$ cat src/rtl/ptw_pkg.sv
package ptw_pkg;

    localparam int VA_W      = 32;
    localparam int ENT_W     = 32;
    localparam int CTX_W     = 16;
    localparam int PTR_SHIFT = 4;
    localparam int PTR_W     = ENT_W - PTR_SHIFT;
    localparam int PA_W      = ENT_W + PTR_SHIFT;
    localparam int BASE_PAD  = 2 * PTR_SHIFT;
    localparam int PPN_LSB   = 8;
    localparam int PPN_W     = ENT_W - PPN_LSB;
    localparam int ENT_LOG   = 2;
    localparam int L1_BITS   = 8;
    localparam int L2_BITS   = 6;
    localparam int L3_BITS   = 6;
    localparam int PAGE_BITS = VA_W - L1_BITS - L2_BITS - L3_BITS;
    localparam int L1_SHIFT  = VA_W - L1_BITS;
    localparam int L2_SHIFT  = L1_SHIFT - L2_BITS;
    localparam int L3_SHIFT  = PAGE_BITS;
    localparam int VHI_W     = VA_W - PAGE_BITS;
    localparam int LVL_W     = 2;
    localparam int LAST_LVL  = 3;

    typedef logic [LVL_W-1:0] lvl_t;

    typedef enum logic [1:0] {
        ET_INVALID = 2'd0,
        ET_PTR     = 2'd1,
        ET_LEAF    = 2'd2,
        ET_RSVD    = 2'd3
    } etype_e;

    typedef enum logic [1:0] {
        FR_INVALID  = 2'd0,
        FR_RSVD     = 2'd1,
        FR_PTR_LAST = 2'd2,
        FR_LEAF_CTX = 2'd3
    } freason_e;

    typedef enum logic {
        ST_IDLE = 1'b0,
        ST_WALK = 1'b1
    } state_e;

    typedef struct packed {
        state_e            st;
        lvl_t              lvl;
        logic [VA_W-1:0]   va;
        logic              wr;
        logic [PA_W-1:0]   addr;
        logic              done;
        logic              fault;
        freason_e          reason;
        lvl_t              dlvl;
        logic [ENT_W-1:0]  pte;
        logic [PA_W-1:0]   pa;
        logic              dwr;
    } walk_regs_t;

endpackage

$ cat src/rtl/ptw_decode.sv
module ptw_decode
    import ptw_pkg::*;
(
    input  logic [1:0] etype,
    input  lvl_t       level,
    output logic       descend,
    output logic       bad,
    output freason_e   reason
);

    always_comb begin
        descend = 1'b0;
        bad     = 1'b0;
        reason  = FR_INVALID;
        unique case (etype_e'(etype))
            ET_INVALID: begin
                bad    = 1'b1;
                reason = FR_INVALID;
            end
            ET_PTR: begin
                if (level == lvl_t'(LAST_LVL)) begin
                    bad    = 1'b1;
                    reason = FR_PTR_LAST;
                end else begin
                    descend = 1'b1;
                end
            end
            ET_LEAF: begin
                if (level == '0) begin
                    bad    = 1'b1;
                    reason = FR_LEAF_CTX;
                end
            end
            default: begin
                bad    = 1'b1;
                reason = FR_RSVD;
            end
        endcase
    end

endmodule

$ cat src/rtl/ptw_addr.sv
module ptw_addr
    import ptw_pkg::*;
#(
    parameter int P_PTR_W = PTR_W,
    parameter int P_CTX_W = CTX_W,
    parameter int P_VHI_W = VHI_W,
    parameter int P_PA_W  = PA_W
) (
    input  logic [P_PTR_W-1:0] ptr_hi,
    input  lvl_t               tgt,
    input  logic [P_VHI_W-1:0] va_hi,
    input  logic [P_CTX_W-1:0] ctx,
    output logic [P_PA_W-1:0]  addr
);

    localparam int L2_TOP = P_VHI_W - L1_BITS - 1;

    logic [P_CTX_W-1:0] idx;
    logic [P_PA_W-1:0]  base;

    always_comb begin
        unique case (tgt)
            2'd0:    idx = ctx;
            2'd1:    idx = P_CTX_W'(va_hi[P_VHI_W-1 -: L1_BITS]);
            2'd2:    idx = P_CTX_W'(va_hi[L2_TOP -: L2_BITS]);
            default: idx = P_CTX_W'(va_hi[L3_BITS-1:0]);
        endcase
    end

    assign base = {ptr_hi, {BASE_PAD{1'b0}}};
    assign addr = base + P_PA_W'({idx, {ENT_LOG{1'b0}}});

endmodule

$ cat src/rtl/ptw_pa.sv
module ptw_pa
    import ptw_pkg::*;
#(
    parameter int P_PPN_W = PPN_W,
    parameter int P_VLO_W = L1_SHIFT,
    parameter int P_PA_W  = PA_W
) (
    input  logic [P_PPN_W-1:0] ppn,
    input  logic [P_VLO_W-1:0] va_lo,
    input  lvl_t               level,
    output logic [P_PA_W-1:0]  pa
);

    logic [P_PA_W-1:0] cand [1:LAST_LVL];

    for (genvar g = 1; g <= LAST_LVL; g++) begin : g_leaf
        localparam int OFF = (g == 1) ? L1_SHIFT : ((g == 2) ? L2_SHIFT : L3_SHIFT);
        assign cand[g] = {ppn[P_PPN_W-1 : OFF-PAGE_BITS], va_lo[OFF-1:0]};
    end

    always_comb begin
        unique case (level)
            2'd1:    pa = cand[1];
            2'd2:    pa = cand[2];
            default: pa = cand[3];
        endcase
    end

endmodule

$ cat src/rtl/ptw_ctrl.sv
module ptw_ctrl
    import ptw_pkg::*;
(
    input  logic             clk,
    input  logic             rst_n,
    input  logic             req_valid,
    input  logic [VA_W-1:0]  req_va,
    input  logic             req_write,
    input  logic [PA_W-1:0]  addr_in,
    input  logic             descend,
    input  logic             bad,
    input  freason_e         reason,
    input  logic [PA_W-1:0]  pa_in,
    input  logic             mem_ack,
    input  logic [ENT_W-1:0] mem_rdata,
    output logic             walking,
    output lvl_t             lvl,
    output logic [VA_W-1:0]  va,
    output logic             mem_req,
    output logic [PA_W-1:0]  mem_addr,
    output logic             done,
    output logic             done_fault,
    output logic [1:0]       done_reason,
    output lvl_t             done_level,
    output logic [ENT_W-1:0] done_pte,
    output logic [PA_W-1:0]  done_paddr,
    output logic             done_write
);

    walk_regs_t q, d;

    always_comb begin
        d      = q;
        d.done = 1'b0;
        unique case (q.st)
            ST_IDLE: begin
                if (req_valid) begin
                    d.st   = ST_WALK;
                    d.lvl  = '0;
                    d.va   = req_va;
                    d.wr   = req_write;
                    d.addr = addr_in;
                end
            end
            ST_WALK: begin
                if (mem_ack) begin
                    if (descend) begin
                        d.lvl  = q.lvl + 1'b1;
                        d.addr = addr_in;
                    end else begin
                        d.st     = ST_IDLE;
                        d.done   = 1'b1;
                        d.dlvl   = q.lvl;
                        d.pte    = mem_rdata;
                        d.dwr    = q.wr;
                        d.fault  = bad;
                        d.reason = bad ? reason : FR_INVALID;
                        d.pa     = bad ? '0 : pa_in;
                    end
                end
            end
            default: d.st = ST_IDLE;
        endcase
    end

    always_ff @(posedge clk or negedge rst_n) begin
        if (!rst_n) begin
            q <= '0;
        end else begin
            q <= d;
        end
    end

    assign walking     = (q.st == ST_WALK);
    assign lvl         = q.lvl;
    assign va          = q.va;
    assign mem_req     = walking;
    assign mem_addr    = q.addr;
    assign done        = q.done;
    assign done_fault  = q.fault;
    assign done_reason = q.reason;
    assign done_level  = q.dlvl;
    assign done_pte    = q.pte;
    assign done_paddr  = q.pa;
    assign done_write  = q.dwr;

endmodule

$ cat src/rtl/ptw_top.sv
module ptw_top
    import ptw_pkg::*;
(
    input  logic              clk,
    input  logic              rst_n,
    input  logic              req_valid,
    output logic              req_ready,
    input  logic [VA_W-1:0]   req_va,
    input  logic              req_write,
    input  logic [PTR_W-1:0]  ctx_tbl_ptr,
    input  logic [CTX_W-1:0]  ctx_num,
    output logic              mem_req,
    output logic [PA_W-1:0]   mem_addr,
    input  logic              mem_ack,
    input  logic [ENT_W-1:0]  mem_rdata,
    output logic              done,
    output logic              done_fault,
    output logic [1:0]        done_reason,
    output logic [LVL_W-1:0]  done_level,
    output logic [ENT_W-1:0]  done_pte,
    output logic [PA_W-1:0]   done_paddr,
    output logic              done_write
);

    logic             walking;
    lvl_t             lvl_q;
    logic [VA_W-1:0]  va_q;
    logic [VA_W-1:0]  va_sel;
    logic [PTR_W-1:0] ptr_sel;
    lvl_t             tgt_lvl;
    logic [PA_W-1:0]  next_addr;
    logic [PA_W-1:0]  leaf_pa;
    logic             dec_descend;
    logic             dec_bad;
    freason_e         dec_reason;

    assign ptr_sel = walking ? mem_rdata[ENT_W-1:PTR_SHIFT] : ctx_tbl_ptr;
    assign tgt_lvl = walking ? lvl_t'(lvl_q + 1'b1) : '0;
    assign va_sel  = walking ? va_q : req_va;

    ptw_addr u_addr (
        .ptr_hi (ptr_sel),
        .tgt    (tgt_lvl),
        .va_hi  (va_sel[VA_W-1:PAGE_BITS]),
        .ctx    (ctx_num),
        .addr   (next_addr)
    );

    ptw_decode u_decode (
        .etype   (mem_rdata[1:0]),
        .level   (lvl_q),
        .descend (dec_descend),
        .bad     (dec_bad),
        .reason  (dec_reason)
    );

    ptw_pa u_pa (
        .ppn   (mem_rdata[ENT_W-1:PPN_LSB]),
        .va_lo (va_q[L1_SHIFT-1:0]),
        .level (lvl_q),
        .pa    (leaf_pa)
    );

    ptw_ctrl u_ctrl (
        .clk         (clk),
        .rst_n       (rst_n),
        .req_valid   (req_valid),
        .req_va      (req_va),
        .req_write   (req_write),
        .addr_in     (next_addr),
        .descend     (dec_descend),
        .bad         (dec_bad),
        .reason      (dec_reason),
        .pa_in       (leaf_pa),
        .mem_ack     (mem_ack),
        .mem_rdata   (mem_rdata),
        .walking     (walking),
        .lvl         (lvl_q),
        .va          (va_q),
        .mem_req     (mem_req),
        .mem_addr    (mem_addr),
        .done        (done),
        .done_fault  (done_fault),
        .done_reason (done_reason),
        .done_level  (done_level),
        .done_pte    (done_pte),
        .done_paddr  (done_paddr),
        .done_write  (done_write)
    );

    assign req_ready = !walking;

endmodule

$ cat config.mk
export PLATFORM = sky130hd
export DESIGN_NAME = ptw_top
export DESIGN_NICKNAME = d
export VERILOG_FILES = /design/src/rtl/ptw_pkg.sv /design/src/rtl/ptw_decode.sv /design/src/rtl/ptw_addr.sv /design/src/rtl/ptw_pa.sv /design/src/rtl/ptw_ctrl.sv /design/src/rtl/ptw_top.sv
export SDC_FILE = /design/constraint.sdc
export NUM_CORES = 1
export LEC_CHECK = 0
export BUFFER_PORTS_ARGS = -buffer_cell sky130_fd_sc_hd__buf_2
export CAP_MARGIN = 15
export CORE_ASPECT_RATIO = 1.4
export CORE_UTILIZATION = 49
export CTS_CLUSTER_SIZE = 12
export DETAILED_ROUTE_END_ITERATION = 7
export PLACE_DENSITY = 0.85
export SETUP_SLACK_MARGIN = 0.15
export SLEW_MARGIN = 40
export SYNTH_ARGS = -nofsm -noshare
export SYNTH_HDL_FRONTEND = slang
export SYNTH_HIERARCHICAL = 1
export SYNTH_SLANG_ARGS = --single-unit
$ cat constraint.sdc
create_clock -name clk -period 3.9 [get_ports clk]
set_clock_uncertainty 0.1 [all_clocks]
set_input_delay 0.585 -clock clk [delete_from_list [all_inputs] [get_ports clk]]
set_output_delay 0.585 -clock clk [all_outputs]
set_load 0.01 [all_outputs]
==> results.md <==
- The cell count after synthesis came out at 798.
- Entering global routing, the biggest net connects 89 pins.
- The worst max-slew margin expressed relative to the limit is 0.517.
- The flow ran to the end, and the final reports show no timing, DRC or antenna violations.
- 226 I/O pins were placed.
- The clock period could shrink to 3.40 ns.
- In this run the deepest clock path goes through 2 buffers.
- The signal on the critical path passes through buf_4 -> mux2_2 -> ha_1 -> nand2_1 -> o21ai_2 -> nand3_2 -> a211oi_1 -> xor2_1 -> mux2_2.
- The number of enable flip-flop cells after synthesis is 0.
- Before CTS, the worst setup slack after placement is 0.385 ns.
- The static leakage is 4.68 nW.
- The overall die area is 19100 µm².
- Yosys printed 6 warnings.
- The clock buffer count from CTS is 17.
- Clock-pin slew was measured on the worst setup and hold paths at 0.06 ns.
- Detailed routing inserted a total of about 5600 vias.
- The critical setup path kind is register to register.
- The required time of the critical path is 4.10 ns.
- The DRC violation total after the first TritonRoute iteration is 239.
- The overall routing resource usage is 0.214.
- For this configuration, the core starts out at a cell density of 0.502.
- The number of port buffers is 225.
- The power per unit of standard cell area is approximately 650 nW/µm².
- Relative to the synthesized area, the layout overhead comes to 8.07%.
- The post-synthesis cell type count is 51.
- The detail-routed net length per standard cell is 17.5 µm.
- The logic depth of the worst register-to-register path is 9.
- The number of antenna violations at the first check in global routing is 1.
- The storage element area is 3680 µm².
- The final weighted congestion of routability-driven global placement is 0.858.
- The critical path endpoint category is a register.
- The most common library cell in the layout ignoring fill and taps is buf_2.
- The mux share of post-synthesis cell area is 0.223.
- The row count is 58.
- The pre-antenna-repair detailed-routing pass consisted of 4 iterations.
- The number of max-slew violations in the final report is 0.
- The height of the die is between 150 and 200 µm.
- Of the synthesized area, sequential elements account for 0.406.
- The wire-length estimate of the detail-placed layout is roughly 14 mm.
- Of the total synthesized cell area, the portion taken by full adders, half adders and majority gates is 0.0229.
- The repair_antennas step left the layout with diodes totalling 0.
- The transition time of the tightest slew-check pin is between 0.7 and 0.8 ns.
- The post-detailed-route count of antenna-violating nets is 0.
- After synthesis, the largest family of logic cells by area is multiplexers.
- Of the post-synthesis cell area, the dominant cell type holds 0.406.
- The number of clock sinks is ~150.
- Setup violations remaining at the end of the flow were counted as 0.
- The maximum vdd drop is between 0.3 and 0.4 mV.
- The clock latency on the worst-skew pair is 0.42 ns.
- Fill cells in the final layout number 1543.
- The synthesized area per cell is ~11 µm².
- Across all setup checks in the final design, the least slack found is roughly 0.50 ns.
- For this run the aggregate overflow at the end of global routing stands at 0.
- The share of cells above drive strength 1 is 0.517.
- On the critical path, the stage with the largest delay is an instance of dfrtp_2.
- The synthesized design contains ~150 register bits.
- Using the TritonRoute via totals, the vias-per-cell ratio works out to 5.08.
- Setup repair after global routing left no endpoint under its margin.
- The total DRC errors in the routed layout is 0.
- In the layout the commonest cells are buf_2, dfrtp_1, mux2_2, nand2_1, o21ai_0.
- The share of the cycle needed by the critical path after routing is 0.872.
- The post-cts hold buffer count is 0.
- The hold violation count in the final report came to 0.
- The core box area is 18100 µm².
- Adding up every negative setup slack in the final design gives 0 ns.
- The proportion of register bits with asynchronous set or reset after synthesis is 1.00.
- Of the total synthesized cell area, the portion taken by XOR and XNOR cells is 0.0280.
- The multi-input combinational cells in the finished layout cover a total of 3860 µm².
- The first-pass GRT wire length is 30.5 mm.
- The CTS root buffer is clkbuf_16.
- Across the run, the number of max-cap violations was 0.
- The type of the worst min-delay path is input port to asynchronous set/reset pin.
- The most critical setup path has its startpoint at u_ctrl/mem_req.
- The final worst hold slack is 0.0883 ns.
- STA puts the critical path data arrival time at 3.60 ns.
- TritonCTS built the clock tree.
- The overall die width is 117 µm.
- For this run, the leading register cell type out of synthesis is dfrtp_1.
- By area the synthesized netlist is led by dfrtp_1, buf_4, mux2_2.
- The via count of the first global-routing pass is 5805.
- Static timing analysis puts the maximum clock frequency at just under 0.3 GHz.
- The nature of the critical path startpoint is a register.
- In this run the critical register-to-register path is captured at u_ctrl/mem_addr[35].
- The final-stage net count is slightly below 1000.
- The total wirelength of the detailed-routed design is 19.3 mm.
- Summing internal, switching and leakage power gives 6.33 mW.
- The mapped netlist covers roughly 9000 µm².
- The startpoint identified for the worst register-to-register timing path is u_ctrl/mem_req.
- Of the total synthesized cell area, the portion taken by AND, OR, NAND and NOR gates is 0.0875.
- The H-tree was split into 4 levels.
- The critical path's largest stage delay is 0.53 ns.
- The complex-gate fraction of the synthesized area is 0.0625.
- By instance count, the cell type seen most on the critical path is mux2_2.
- The dominant cell type by area after synthesis is dfrtp_1.
- The largest driver fanout on the critical path is 31.
- The worst reg-to-reg setup slack is 0.50 ns.
## registers in the layout, summed over array words and instances (netlist names)
signal              count
u_ctrl/done             1
u_ctrl/done_fault       1
u_ctrl/done_level       2
u_ctrl/done_paddr      36
u_ctrl/done_pte        32
u_ctrl/done_reason      2
u_ctrl/done_write       1
u_ctrl/lvl              2
u_ctrl/mem_addr        36
u_ctrl/mem_req          1
u_ctrl/q                1
u_ctrl/va              32
## where the power goes
part           total (mW)  switching (mW)  internal, mW
clock                1.74           0.667          1.07
sequential           2.27           0.274          2.00
combinational        2.32            1.13          1.19
total                6.33            2.07          4.26
## kinds of logic (layout without fill, tap and decap cells)
kind of cell    after synthesis  in the layout
buf+inv                     212            280
mux                         161            161
flops                       147            147
simple gates                143            143
compound gates               89             89
xor+xnor                     29             29
fa+ha+maj                    16             16
other cells                   1              2
## synth_stat cells, drive strengths merged, types with 2 or more instances
master / count
a21boi: 2
dfrtp: 147
nor3b: 2
o21ai: 53
nand4: 2
mux2i: 2
nand2: 56
a31o: 2
and4: 2
clkbuf: 9
ha: 15
a21o: 2
and3: 2
nand3b: 2
nor2: 13
mux2: 153
nand3: 9
nor2b: 3
xnor2: 12
a21oi: 12
nand2b: 37
a22o: 8
a211oi: 6
xor2: 17
mux4: 6
buf: 194
and2: 9
inv: 9
## critical path, delay by kind of cell, from the launching register on
| family | cells | cell delay, ns |
|---|---|---|
| multiplexers | 2 | 0.66 |
| AND/OR/NAND/NOR | 2 | 0.37 |
| AO/OA/AOI/OAI | 2 | 0.65 |
| buffers and inverters | 1 | 0.45 |
| XOR/XNOR | 1 | 0.10 |
| flip-flops | 1 | 0.53 |
| adder cells (fa/ha/maj) | 1 | 0.42 |
## worst max-delay path by stage
stage / end / slack, ns / cells after the start
floorplan: u_ctrl/mem_addr[20] / 0.18 / 16
global route: u_ctrl/mem_addr[35] / 0.24 / 11
global placement: u_ctrl/mem_addr[20] / 0.48 / 12
CTS: u_ctrl/mem_addr[26] / 0.34 / 12
detailed placement: u_ctrl/mem_addr[26] / 0.39 / 12
finish: u_ctrl/mem_addr[35] / 0.50 / 9
## routing by layer
| metal | routed length (µm) | vias up | global-route usage |
|---|---|---|---|
| met3 | 838 | 43 | 0.0540 |
| met5 | 13 | - | 0 |
| met1 | 8000 | 2744 | 0.255 |
| met2 | 9770 | 179 | 0.356 |
| li1 | - | 2657 | - |
| met4 | 695 | 2 | 0.104 |
## area by class of cell
cell class / instances / share of cell area
Clock buffer: 20 / 0.0476
Tap cell: 240 / 0.0306
Sequential cell: 147 / 0.375
Multi-Input combinational cell: 440 / 0.394
Inverter: 9 / 0.00345
Timing Repair Buffer: 239 / 0.132
Clock inverter: 12 / 0.0174
## through the flow
stage,cells,cell area (µm²),util
floorplan,799,9070,-
global placement,1074,9140,0.506
detailed placement,1074,9140,0.506
CTS,1106,9780,0.541
global route,1107,9800,0.542
finish,1107,9800,0.542
## timing repair
| item | in CTS | in global routing |
|---|---|---|
| resized for setup | 0 | 0 |
| setup buffers | 0 | 1 |
| endpoints found under the setup margin | 0 | 7 |
Note: power is estimated with default switching activity, not from simulation.
